[src/rtl/adc_seq_pkg.sv]
package adc_seq_pkg;

    localparam int SYNC_CYC = 2;
    localparam int MAX_SAMP = 64;
    localparam int NUM_TMR  = 3;

    typedef enum logic [1:0] {
        MODE_ONE_ONCE = 2'b00,
        MODE_SEQ_ONCE = 2'b01,
        MODE_ONE_REP  = 2'b10,
        MODE_SEQ_REP  = 2'b11
    } conv_mode_t;

    typedef enum logic [2:0] {
        ST_IDLE,
        ST_SYNC,
        ST_SAMPLE,
        ST_CONV_GO,
        ST_CONV_WAIT,
        ST_SEQ_WAIT,
        ST_LOCKED
    } seq_state_t;

    function automatic int samp_clocks(input logic [1:0] sel);
        case (sel)
            2'b00:   return 4;
            2'b01:   return 8;
            2'b10:   return 16;
            default: return MAX_SAMP;
        endcase
    endfunction

endpackage

[src/rtl/adc_trig_front.sv]
module adc_trig_front
    import adc_seq_pkg::*;
(
    input  logic               clk,
    input  logic               rst_n,
    input  logic               enable,
    input  logic               sw_start,
    input  logic [1:0]         trig_sel,
    input  logic               trig_inv,
    input  logic [NUM_TMR-1:0] timer_out,
    output logic               trig_evt,
    output logic               hw_src
);

    logic tmr_raw;
    logic tmr_pol;
    logic tmr_pol_q;

    // source decode
    always_comb begin
        unique case (trig_sel)
            2'b01:   tmr_raw = timer_out[1];
            2'b10:   tmr_raw = timer_out[0];
            2'b11:   tmr_raw = timer_out[2];
            default: tmr_raw = 1'b0;
        endcase
    end

    assign tmr_pol = tmr_raw ^ trig_inv;

    // previous level resets high so no edge is seen straight out of reset
    always_ff @(posedge clk or negedge rst_n) begin
        if (!rst_n) tmr_pol_q <= 1'b1;
        else        tmr_pol_q <= tmr_pol;
    end

    assign hw_src   = (trig_sel != 2'b00);
    assign trig_evt = enable && (hw_src ? (tmr_pol && !tmr_pol_q) : sw_start);

endmodule

[src/rtl/adc_samp_timer.sv]
module adc_samp_timer
    import adc_seq_pkg::*;
#(
    parameter int CNT_W = $clog2(SYNC_CYC + MAX_SAMP + 1)
) (
    input  logic       clk,
    input  logic       rst_n,
    input  logic       run,
    input  logic [1:0] samp_time,
    output logic       sync_last,
    output logic       samp_last
);

    logic [CNT_W-1:0] cnt;

    always_ff @(posedge clk or negedge rst_n) begin
        if (!rst_n)   cnt <= '0;
        else if (run) cnt <= cnt + CNT_W'(1);
        else          cnt <= '0;
    end

    assign sync_last = run && (cnt == CNT_W'(SYNC_CYC - 1));
    assign samp_last = run && (cnt == CNT_W'(SYNC_CYC + samp_clocks(samp_time) - 1));

endmodule

[src/rtl/adc_seq_fsm.sv]
module adc_seq_fsm
    import adc_seq_pkg::*;
#(
    parameter int CHAN_W = 4
) (
    input  logic              clk,
    input  logic              rst_n,
    input  logic              enable,
    input  logic [1:0]        mode,
    input  logic              multi_samp,
    input  logic [CHAN_W-1:0] chan_sel,
    input  logic              trig_evt,
    input  logic              hw_src,
    input  logic              sync_last,
    input  logic              samp_last,
    input  logic              sar_done,
    output logic [CHAN_W-1:0] chan,
    output logic              sample,
    output logic              conv_start,
    output logic              busy,
    output logic              timer_run
);

    seq_state_t        state, state_nxt;
    logic [CHAN_W-1:0] chan_nxt;
    logic              seq_mode;
    logic              rep_mode;
    logic              last_ch;

    assign seq_mode = mode[0];
    assign rep_mode = mode[1];
    assign last_ch  = !seq_mode || (chan == '0);

    // state register
    always_ff @(posedge clk or negedge rst_n) begin
        if (!rst_n) begin
            state <= ST_IDLE;
            chan  <= '0;
        end else begin
            state <= state_nxt;
            chan  <= chan_nxt;
        end
    end

    // next state
    always_comb begin
        state_nxt = state;
        chan_nxt  = chan;
        unique case (state)
            ST_IDLE: begin
                if (trig_evt) begin
                    state_nxt = ST_SYNC;
                    chan_nxt  = chan_sel;
                end
            end
            ST_SYNC:   if (sync_last) state_nxt = ST_SAMPLE;
            ST_SAMPLE: if (samp_last) state_nxt = ST_CONV_GO;
            ST_CONV_GO: state_nxt = ST_CONV_WAIT;
            ST_CONV_WAIT: begin
                if (sar_done) begin
                    if (!enable) begin
                        state_nxt = ST_IDLE;
                    end else if (last_ch) begin
                        if (rep_mode) begin
                            chan_nxt  = chan_sel;
                            state_nxt = multi_samp ? ST_SYNC : ST_IDLE;
                        end else begin
                            state_nxt = hw_src ? ST_LOCKED : ST_IDLE;
                        end
                    end else begin
                        chan_nxt  = chan - CHAN_W'(1);
                        state_nxt = multi_samp ? ST_SYNC : ST_SEQ_WAIT;
                    end
                end
            end
            ST_SEQ_WAIT: begin
                if (!enable)       state_nxt = ST_IDLE;
                else if (trig_evt) state_nxt = ST_SYNC;
            end
            ST_LOCKED: if (!enable) state_nxt = ST_IDLE;
            default: state_nxt = ST_IDLE;
        endcase
    end

    // outputs
    always_comb begin
        sample     = (state == ST_SYNC) || (state == ST_SAMPLE);
        conv_start = (state == ST_CONV_GO);
        busy       = (state != ST_IDLE) && (state != ST_LOCKED);
        timer_run  = sample;
    end

endmodule

[src/rtl/adc_seq_ctrl.sv]
module adc_seq_ctrl
    import adc_seq_pkg::*;
#(
    parameter int CHAN_W = 4
) (
    input  logic               clk,
    input  logic               rst_n,
    input  logic               enable,
    input  logic               sw_start,
    input  logic [1:0]         trig_sel,
    input  logic               trig_inv,
    input  logic [NUM_TMR-1:0] timer_out,
    input  logic [1:0]         mode,
    input  logic               multi_samp,
    input  logic [1:0]         samp_time,
    input  logic [CHAN_W-1:0]  chan_sel,
    input  logic               sar_done,
    output logic [CHAN_W-1:0]  chan,
    output logic               sample,
    output logic               conv_start,
    output logic               busy
);

    localparam int CNT_W = $clog2(SYNC_CYC + MAX_SAMP + 1);

    logic trig_evt;
    logic hw_src;
    logic timer_run;
    logic sync_last;
    logic samp_last;

    adc_trig_front u_trig (
        .clk       (clk),
        .rst_n     (rst_n),
        .enable    (enable),
        .sw_start  (sw_start),
        .trig_sel  (trig_sel),
        .trig_inv  (trig_inv),
        .timer_out (timer_out),
        .trig_evt  (trig_evt),
        .hw_src    (hw_src)
    );

    adc_samp_timer #(.CNT_W(CNT_W)) u_tmr (
        .clk       (clk),
        .rst_n     (rst_n),
        .run       (timer_run),
        .samp_time (samp_time),
        .sync_last (sync_last),
        .samp_last (samp_last)
    );

    adc_seq_fsm #(.CHAN_W(CHAN_W)) u_fsm (
        .clk        (clk),
        .rst_n      (rst_n),
        .enable     (enable),
        .mode       (mode),
        .multi_samp (multi_samp),
        .chan_sel   (chan_sel),
        .trig_evt   (trig_evt),
        .hw_src     (hw_src),
        .sync_last  (sync_last),
        .samp_last  (samp_last),
        .sar_done   (sar_done),
        .chan       (chan),
        .sample     (sample),
        .conv_start (conv_start),
        .busy       (busy),
        .timer_run  (timer_run)
    );

endmodule

[config.mk]
export PLATFORM = sky130hd
export DESIGN_NAME = adc_seq_ctrl
export DESIGN_NICKNAME = d
export VERILOG_FILES = /design/src/rtl/adc_seq_pkg.sv /design/src/rtl/adc_trig_front.sv /design/src/rtl/adc_samp_timer.sv /design/src/rtl/adc_seq_fsm.sv /design/src/rtl/adc_seq_ctrl.sv
export SDC_FILE = /design/constraint.sdc
export NUM_CORES = 1
export LEC_CHECK = 0
export ABC_AREA = 1
export BUFFER_PORTS_ARGS = -buffer_cell sky130_fd_sc_hd__buf_4
export CORE_UTILIZATION = 49
export CTS_BUF_LIST = sky130_fd_sc_hd__clkbuf_4
export DETAILED_ROUTE_END_ITERATION = 8
export PLACE_DENSITY_LB_ADDON = 0.2
export SLEW_MARGIN = 15
export SYNTH_ARGS = -nofsm -noshare
export SYNTH_HDL_FRONTEND = slang
export SYNTH_SLANG_ARGS = --single-unit
[constraint.sdc]
create_clock -name clk -period 2.3 [get_ports clk]
set_input_delay 0.23 -clock clk [delete_from_list [all_inputs] [get_ports clk]]
set_output_delay 0.23 -clock clk [all_outputs]
set_load 0.005 [all_outputs]
==> results of run 1 <==
[timing repair]
item	4_1_cts	5_1_grt
hold buffers	1	0
buffers inserted	0	0
hold endpoints to repair	14	0
[where the power goes]
part,switching (uW),internal [uW],total (uW)
registers,87.1,342,429
logic,403,303,706
clock network,87.8,79.1,167
[cells by family (layout without fill, tap and decap cells)]
family / after synthesis / count (layout) / synth area share (%)
compound gates: 16 / 16 / 7.946
xor+xnor: 3 / 3 / 2.384
fa+ha+maj: 3 / 3 / 3.406
simple gates: 99 / 99 / 43.59
buf+inv: 25 / 56 / 8.513
flops: 15 / 15 / 34.17
[state kept, by name, indices dropped and copies added (netlist names)]
signal            count
u_tmr.cnt             7
u_fsm.chan            4
u_fsm.state           3
u_trig.tmr_pol_q      1
[layer usage]
metal	vias to the layer above	wire (um)
met5	-	0
met2	27	1231
li1	583	-
met4	0	0
met3	0	84
met1	520	1194
[synthesized netlist by cell type, drive strengths merged (2+ instances only)]
cell type	number	area, um2
nand2	49	221.5
inv	25	93.84
nor2	18	75.07
nand3	16	85.08
dfrtp	14	350.3
nor3	10	60.06
o21ai	9	45.04
a21oi	5	28.78
ha	3	37.54
xnor2	3	26.28
nand4	2	12.51
nor4	2	12.51
[placed cells by master (no fill, tap or decap), types with 2 or more instances in the layout]
master and n:
sky130_fd_sc_hd__o21ai_0 8, sky130_fd_sc_hd__a21oi_1 4, sky130_fd_sc_hd__nand4_1 2, sky130_fd_sc_hd__nor2_1 17, sky130_fd_sc_hd__nand2_4 4, sky130_fd_sc_hd__nor4_1 2, sky130_fd_sc_hd__nand2_2 3, sky130_fd_sc_hd__xnor2_1 3
sky130_fd_sc_hd__inv_1 19, sky130_fd_sc_hd__nor3_2 2, sky130_fd_sc_hd__ha_1 3, sky130_fd_sc_hd__inv_2 6, sky130_fd_sc_hd__clkbuf_4 4, sky130_fd_sc_hd__nand3_1 15, sky130_fd_sc_hd__buf_4 26, sky130_fd_sc_hd__dfrtp_1 14
sky130_fd_sc_hd__nor3_1 8, sky130_fd_sc_hd__nand2_1 42
[tightest hold or removal path: cells and delay by family]
family,cells,cell delay [ps]
AO/OA/AOI/OAI,1,60
AND/OR/NAND/NOR,3,170
buffers and inverters,1,80
[per-stage QoR]
step           total power (uW)  worst slack [ps]
5_1_grt                    1418             500.3
2_1_floorplan             894.5             945.2
3_5_place_dp               1138             805.6
3_3_place_gp               1111             870.4
4_1_cts                    1306             625.3
6_report                   1302             636.0
[area by class of cell]
| cell class | instances | share of cell area [%] |
|---|---|---|
| multi-input cells | 121 | 46.08 |
| flip-flops and latches | 15 | 27.46 |
| repair buffers | 27 | 14.96 |
| inverters | 25 | 6.843 |
| well taps | 27 | 2.463 |
| clock buffers | 4 | 2.190 |
[final timing paths]
path / end / slack (ps) / cells after the start
setup / recovery: sample / 640 / 4
hold / removal: u_fsm.chan[3] / 280 / 5
setup reg to reg: u_fsm.chan[1] / 770 / 9
hold reg to reg: u_tmr.cnt[0] / 510 / 1
max in group asynchronous: u_trig.tmr_pol_q / 1720 / 2
min in group asynchronous: u_tmr.cnt[6] / 330 / 2
==> summary.txt, run 1 <==
Status
  • Outcome: completed

Setup path
  • Library cell contributing the largest single delay on the critical path: sky130_fd_sc_hd__dfrtp_1
  • Maximum cell stage delay along the critical path: 440 ps
  • CP Class: flop to primary output
  • Chain of cells forming the critical path: nor3_1 > inv_1 > nand2_2 > buf_4
  • Type of origin of the critical path: flop
  • Maximum fanout count along the critical path: 5
  • Worst setup path start: u_fsm.state[1]
  • Launch instance of the worst register-to-register path: u_fsm.chan[0]
  • Required arrival time at the worst endpoint: 2070 ps
  • Kind of capture point of the worst setup path: primary output
  • Data arrival time of the critical path: 1430 ps
  • Cell family with the largest share of critical-path delay: simple AND/OR/NAND/NOR gates
  • Worst path buffer plus inverter count: 2

Clock tree
  • Clock sink count: 15
  • H-Tree Level Count: 1
  • Deepest clock path buffer count: 2
  • Clock tree from TritonCTS: yes
  • Post-CTS clock slew at the launch and capture registers of the worst setup and hold paths: 100 ps
  • Resized Gates After CTS: 0
  • Inserted Clock Buffers: 3
  • Clock Root Buffer: sky130_fd_sc_hd__clkbuf_4
  • Worst skew pair latency: 280 ps

STA
  • Total negative slack: 0 ps
  • Hold Worst Slack: 281.4 ps
  • Total setup violations reported at the end of the flow: 0
  • Maximum clock frequency: about 600 MHz
  • Share of the cycle needed by the critical path after routing: between 70 and 80%
  • Slew Limit Headroom: 73.18%
  • Number of slew-limit violations in the final report: 0
  • Setup repair after global routing missed its margin: no
  • Actual transition at the worst max-transition pin: 399.2 ps
  • Minimum period implied by the final worst setup slack: 1664 ps
  • Clk_skew: around 7.0 ps
  • Final-report hold violation count: 0

Drt
  • Vias after detailed routing: 1130
  • Drt drc: 0
  • Wirelength per Cell: 11.46 um
  • Count of routing violations after the opening detailed-route iteration: 39
  • Average via count per standard cell: between 5 and 6
  • Routed WL: 2510 um
  • Detailed-routing iteration count for the pre-antenna-repair pass: 4
  • Remaining number of nets flagged by the antenna check after routing: 0

Logic synthesis
  • Count of flip-flops with a built-in enable after synthesis: 0
  • Ys flop type: sky130_fd_sc_hd__dfrtp_1
  • Area of the mapped netlist: 0.001102 mm2
  • Unique masters post-synth: 25
  • Fraction of the yosys area taken by sequential cells: 34.17%
  • Post-synthesis instance total: 161
  • Count of warnings emitted by yosys: 0
  • #FFs+latches synth: 15
  • Average footprint of a synthesized cell: between 6 and 7 um2
  • Net count after synthesis: 184
  • Async set or reset register ratio after synthesis: 100.0%

Layout
  • Net total in the final layout: about 220
  • Area growth from synthesis to layout: 24.40%
  • Post-Layout Cell Count: approximately 220
  • Layout cells sized above 1: 25.52%
  • Area of all placed cells without fillers: 0.001371 mm2
  • Area used by sequential logic in the layout: around 380 um2
  • Final Util: 67.16%
  • Final antenna diode count: 0
  • Total area of multi-input combinational cells: 631.9 um2
  • Filler cells: about 180

Floorplan
  • Area of the placeable core: 0.002042 mm2
  • Number of primary I/O pins: 27
  • Initial Utilization: approximately 54%
  • Num rows: 16
  • Die height: 49.43 um
  • Overall die area: 0.002443 mm2
  • Die boundary width: 49.43 um

Placed design
  • Port bufs: 26
  • Half-perimeter wire length after placement: 2024 um
  • Cells after DPL: ~210
  • Global placer's final weighted congestion: 0.8766
  • Placement Cell Area: 0.001331 mm2

Global routing
  • Aggregate global routing overflow: 0
  • Global-route met2 utilization: 40.41%
  • Global-route met1 utilization: 26.95%
  • Number of global-route vias before repair: 1034
  • Antenna violations before repair: 0
  • Routing usage on met3: 4.361%
  • Global routing usage summed across all routing layers: 22.46%
  • Maximum number of pins on one net before global-route repair: 16
  • Global-route wire length before repair: between 4000 and 5000 um
  • Most Used Layer, Global Route: met2

Min path
  • Class of the worst hold path: primary input to flop
  • HP Start: chan_sel[3]

Power
  • IR Drop Worst-Case VDD: 0.6903 mV
  • Leakage component of the power: 0.0007048 uW
  • Power density over the cells: 949.5 mW/mm2

Run
  • Max-Cap Viols: 0
No activity file was read; power rests on OpenSTA's default activity.
==> inputs of run 2 (changes only) <==
==> constraint.sdc (replaced) <==
create_clock -name clk -period 1.7 [get_ports clk]
set_input_delay 0.17 -clock clk [delete_from_list [all_inputs] [get_ports clk]]
set_output_delay 0.17 -clock clk [all_outputs]
set_load 0.005 [all_outputs]
==> run 2 against run 1 <==
Critical path depth up 2. Largest power group unchanged. Non-clock buffer count unchanged. Worst setup slack worse by 510 ps. Total power up 36%. Die area unchanged. Global-route usage up 0.53 points. Sequential share of layout area down 0.10 points. First-iteration DRC count down 7.7%. Sequential power up 37%. Highest routed layer unchanged. Via count unchanged.
==> summary.txt, run 2 (synthesis results as in run 1) <==
Setup path
  • Kind of capture point of the worst setup path: primary output
  • Required arrival time at the worst endpoint: 1530 ps (-540 ps)
  • CP Class: flop to primary output
  • Cell family with the largest share of critical-path delay: flip-flops
  • Library cell contributing the largest single delay on the critical path: sky130_fd_sc_hd__dfrtp_1
  • Chain of cells forming the critical path: inv_2 > nand2_1 > nor2_1 > inv_1 > nand2_2 > buf_4
  • Type of origin of the critical path: flop
  • Maximum fanout count along the critical path: 5 (unchanged)
  • Worst path buffer plus inverter count: 3 (+1)
  • Data arrival time of the critical path: 1410 ps (-20 ps)
  • Maximum cell stage delay along the critical path: 450 ps (about the same)

Clock tree
  • Deepest clock path buffer count: 2 (unchanged)
  • Inserted Clock Buffers: 3 (unchanged)
  • Clock sink count: 15 (unchanged)
  • H-Tree Level Count: 1 (unchanged)
  • Clock Root Buffer: sky130_fd_sc_hd__clkbuf_4
  • Post-CTS clock slew at the launch and capture registers of the worst setup and hold paths: 100 ps (about the same)
  • Clock tree from TritonCTS: yes
  • Worst skew pair latency: 290 ps (about the same)
  • Setup Buffers After CTS: 0 (unchanged)

Layout
  • Filler cells: 195 (+7.1%)
  • Most frequent standard cell in the layout excluding fill and tap cells: sky130_fd_sc_hd__nand2_1
  • Number of flip-flops under the largest register name: 7 (unchanged)
  • Final Util: 67.40% (+0.25 points)
  • Area of all placed cells without fillers: 0.001376 mm2 (+0.36%)
  • Biggest regs: u_tmr.cnt: 7 flops, u_fsm.chan: 4 flops, u_fsm.state: 3 flops
  • Largest Register: u_tmr.cnt
  • Total area of multi-input combinational cells: 636.9 um2 (+0.79%)
  • Net total in the final layout: 216 (unchanged)
  • Layout cells sized above 1: 26.04% (+0.52 points)
  • Area growth from synthesis to layout: 24.86%
  • Commonest cells after routing, fill and taps aside: 42 x sky130_fd_sc_hd__nand2_1, 26 x sky130_fd_sc_hd__buf_4, 19 x sky130_fd_sc_hd__inv_1, 17 x sky130_fd_sc_hd__nor2_1, 15 x sky130_fd_sc_hd__nand3_1
  • Final antenna diode count: 0 (unchanged)
  • Area used by sequential logic in the layout: 376.6 um2 (unchanged)

Floorplan
  • Die height: 49.43 um (unchanged)
  • Area of the placeable core: 0.002042 mm2 (unchanged)
  • Number of primary I/O pins: 27 (unchanged)
  • Num rows: 16 (unchanged)
  • Initial Utilization: 53.98% (unchanged)
  • Overall die area: 0.002443 mm2 (unchanged)
  • Die boundary width: 49.43 um (unchanged)

STA
  • Share of the cycle needed by the critical path after routing: 92.68%
  • Number of slew-limit violations in the final report: 0 (unchanged)
  • Slew Limit Headroom: 74.44% (+1.3 points)
  • Setup repair after global routing missed its margin: no
  • Total negative slack: 0 ps (unchanged)
  • Maximum clock frequency: 634.7 MHz
  • Final-report hold violation count: 0 (unchanged)
  • Actual transition at the worst max-transition pin: 379.9 ps (-19.31 ps)
  • Total setup violations reported at the end of the flow: 0 (unchanged)
  • Minimum period implied by the final worst setup slack: ~1600 ps
  • Clk_skew: 10.48 ps (+3.502 ps)

Placed design
  • Port bufs: 26 (unchanged)
  • Half-perimeter wire length after placement: 2022 um (-0.11%)
  • Global placer's final weighted congestion: 0.8767 (about the same)
  • Placement Cell Area: 0.001331 mm2 (unchanged)

Drt
  • Remaining number of nets flagged by the antenna check after routing: 0 (unchanged)
  • Drt drc: 0 (unchanged)
  • Count of routing violations after the opening detailed-route iteration: 36 (-7.7%)
  • Detailed-routing iteration count for the pre-antenna-repair pass: 4 (unchanged)
  • Vias after detailed routing: 1130 (unchanged)
  • Average via count per standard cell: 5.160 (unchanged)
  • Routed WL: 2486 um (-0.96%)
  • Wirelength per Cell: 11.35 um (-0.96%)

Global routing
  • Maximum number of pins on one net before global-route repair: 16 (unchanged)
  • Aggregate global routing overflow: 0 (unchanged)
  • Global-route wire length before repair: 4347 um (+2.3%)
  • Global routing usage summed across all routing layers: 22.98% (+0.53 points)
  • Antenna violations before repair: 0 (unchanged)
  • Number of global-route vias before repair: 1058 (+2.3%)

Power
  • IR Drop Worst-Case VDD: 0.8816 mV (+28%)
  • Power density over the cells: 1286 mW/mm2 (+35%)
  • Overall Power: 1770 uW (+36%)
  • Leakage component of the power: 0.0007071 uW (+0.33%)

Min path
  • Class of the worst hold path: primary input to flop

Status
  • Outcome: completed

Run
  • Max-Cap Viols: 0 (unchanged)
run 2: repair_timing:
| item | in CTS | in global routing |
|---|---|---|
| endpoints found under the hold margin | 15 | 0 |
| endpoints found under the setup margin | 0 | 2 |
| resized for setup | 0 | 2 |
| hold buffers | 1 | 0 |
run 2: layer usage:
metal,routed length (um),track usage (%)
met1,1119,27.54
met4,0,8.095
met2,1248,39.95
met3,117,5.296
met5,0,0
run 2: cell type report:
| type | count | share of cell area [%] |
|---|---|---|
| repair buffers | 27 | 14.91 |
| flip-flops and latches | 15 | 27.36 |
| multi-input cells | 121 | 46.27 |
| clock buffers | 4 | 2.182 |
| inverters | 25 | 6.818 |
| well taps | 27 | 2.455 |
run 2: worst min-delay path, cell delays in order:
cell and delay (ps):
sky130_fd_sc_hd__buf_4 80, sky130_fd_sc_hd__nand2_1 40, sky130_fd_sc_hd__o21ai_0 60, sky130_fd_sc_hd__nand3_1 70
sky130_fd_sc_hd__nand2_1 60
run 2: metrics by stage:
| step | hold WS (ps) | setup WS, ps | cells |
|---|---|---|---|
| 3_3_place_gp | 38.31 | 270.5 | 214 |
| 2_1_floorplan | -125.6 | 345.2 | 161 |
| 4_1_cts | 214.5 | 106.0 | 219 |
| 3_5_place_dp | 39.84 | 205.5 | 214 |
| 5_1_grt | 245.2 | 12.99 | 219 |
| 6_report | 220.1 | 124.4 | 219 |
run 2: power by group:
group	internal (uW)	total [uW]	switching (uW)
combinational	412	959	547
clock	107	224	117
sequential	463	587	124
total	982	1770	788
run 2: final timing paths:
check	to	start	slack [ps]	depth (start not counted)
worst max register to register	u_fsm.chan[1]	u_fsm.chan[0]	190	9
min in group asynchronous	u_tmr.cnt[5]	rst_n	270	2
worst max-delay path	sample	u_fsm.state[2]	120	6
max in group asynchronous	u_trig.tmr_pol_q	rst_n	1180	2
worst min register to register	u_tmr.cnt[0]	u_tmr.cnt[0]	520	1
worst min-delay path	u_fsm.chan[2]	chan_sel[2]	220	5
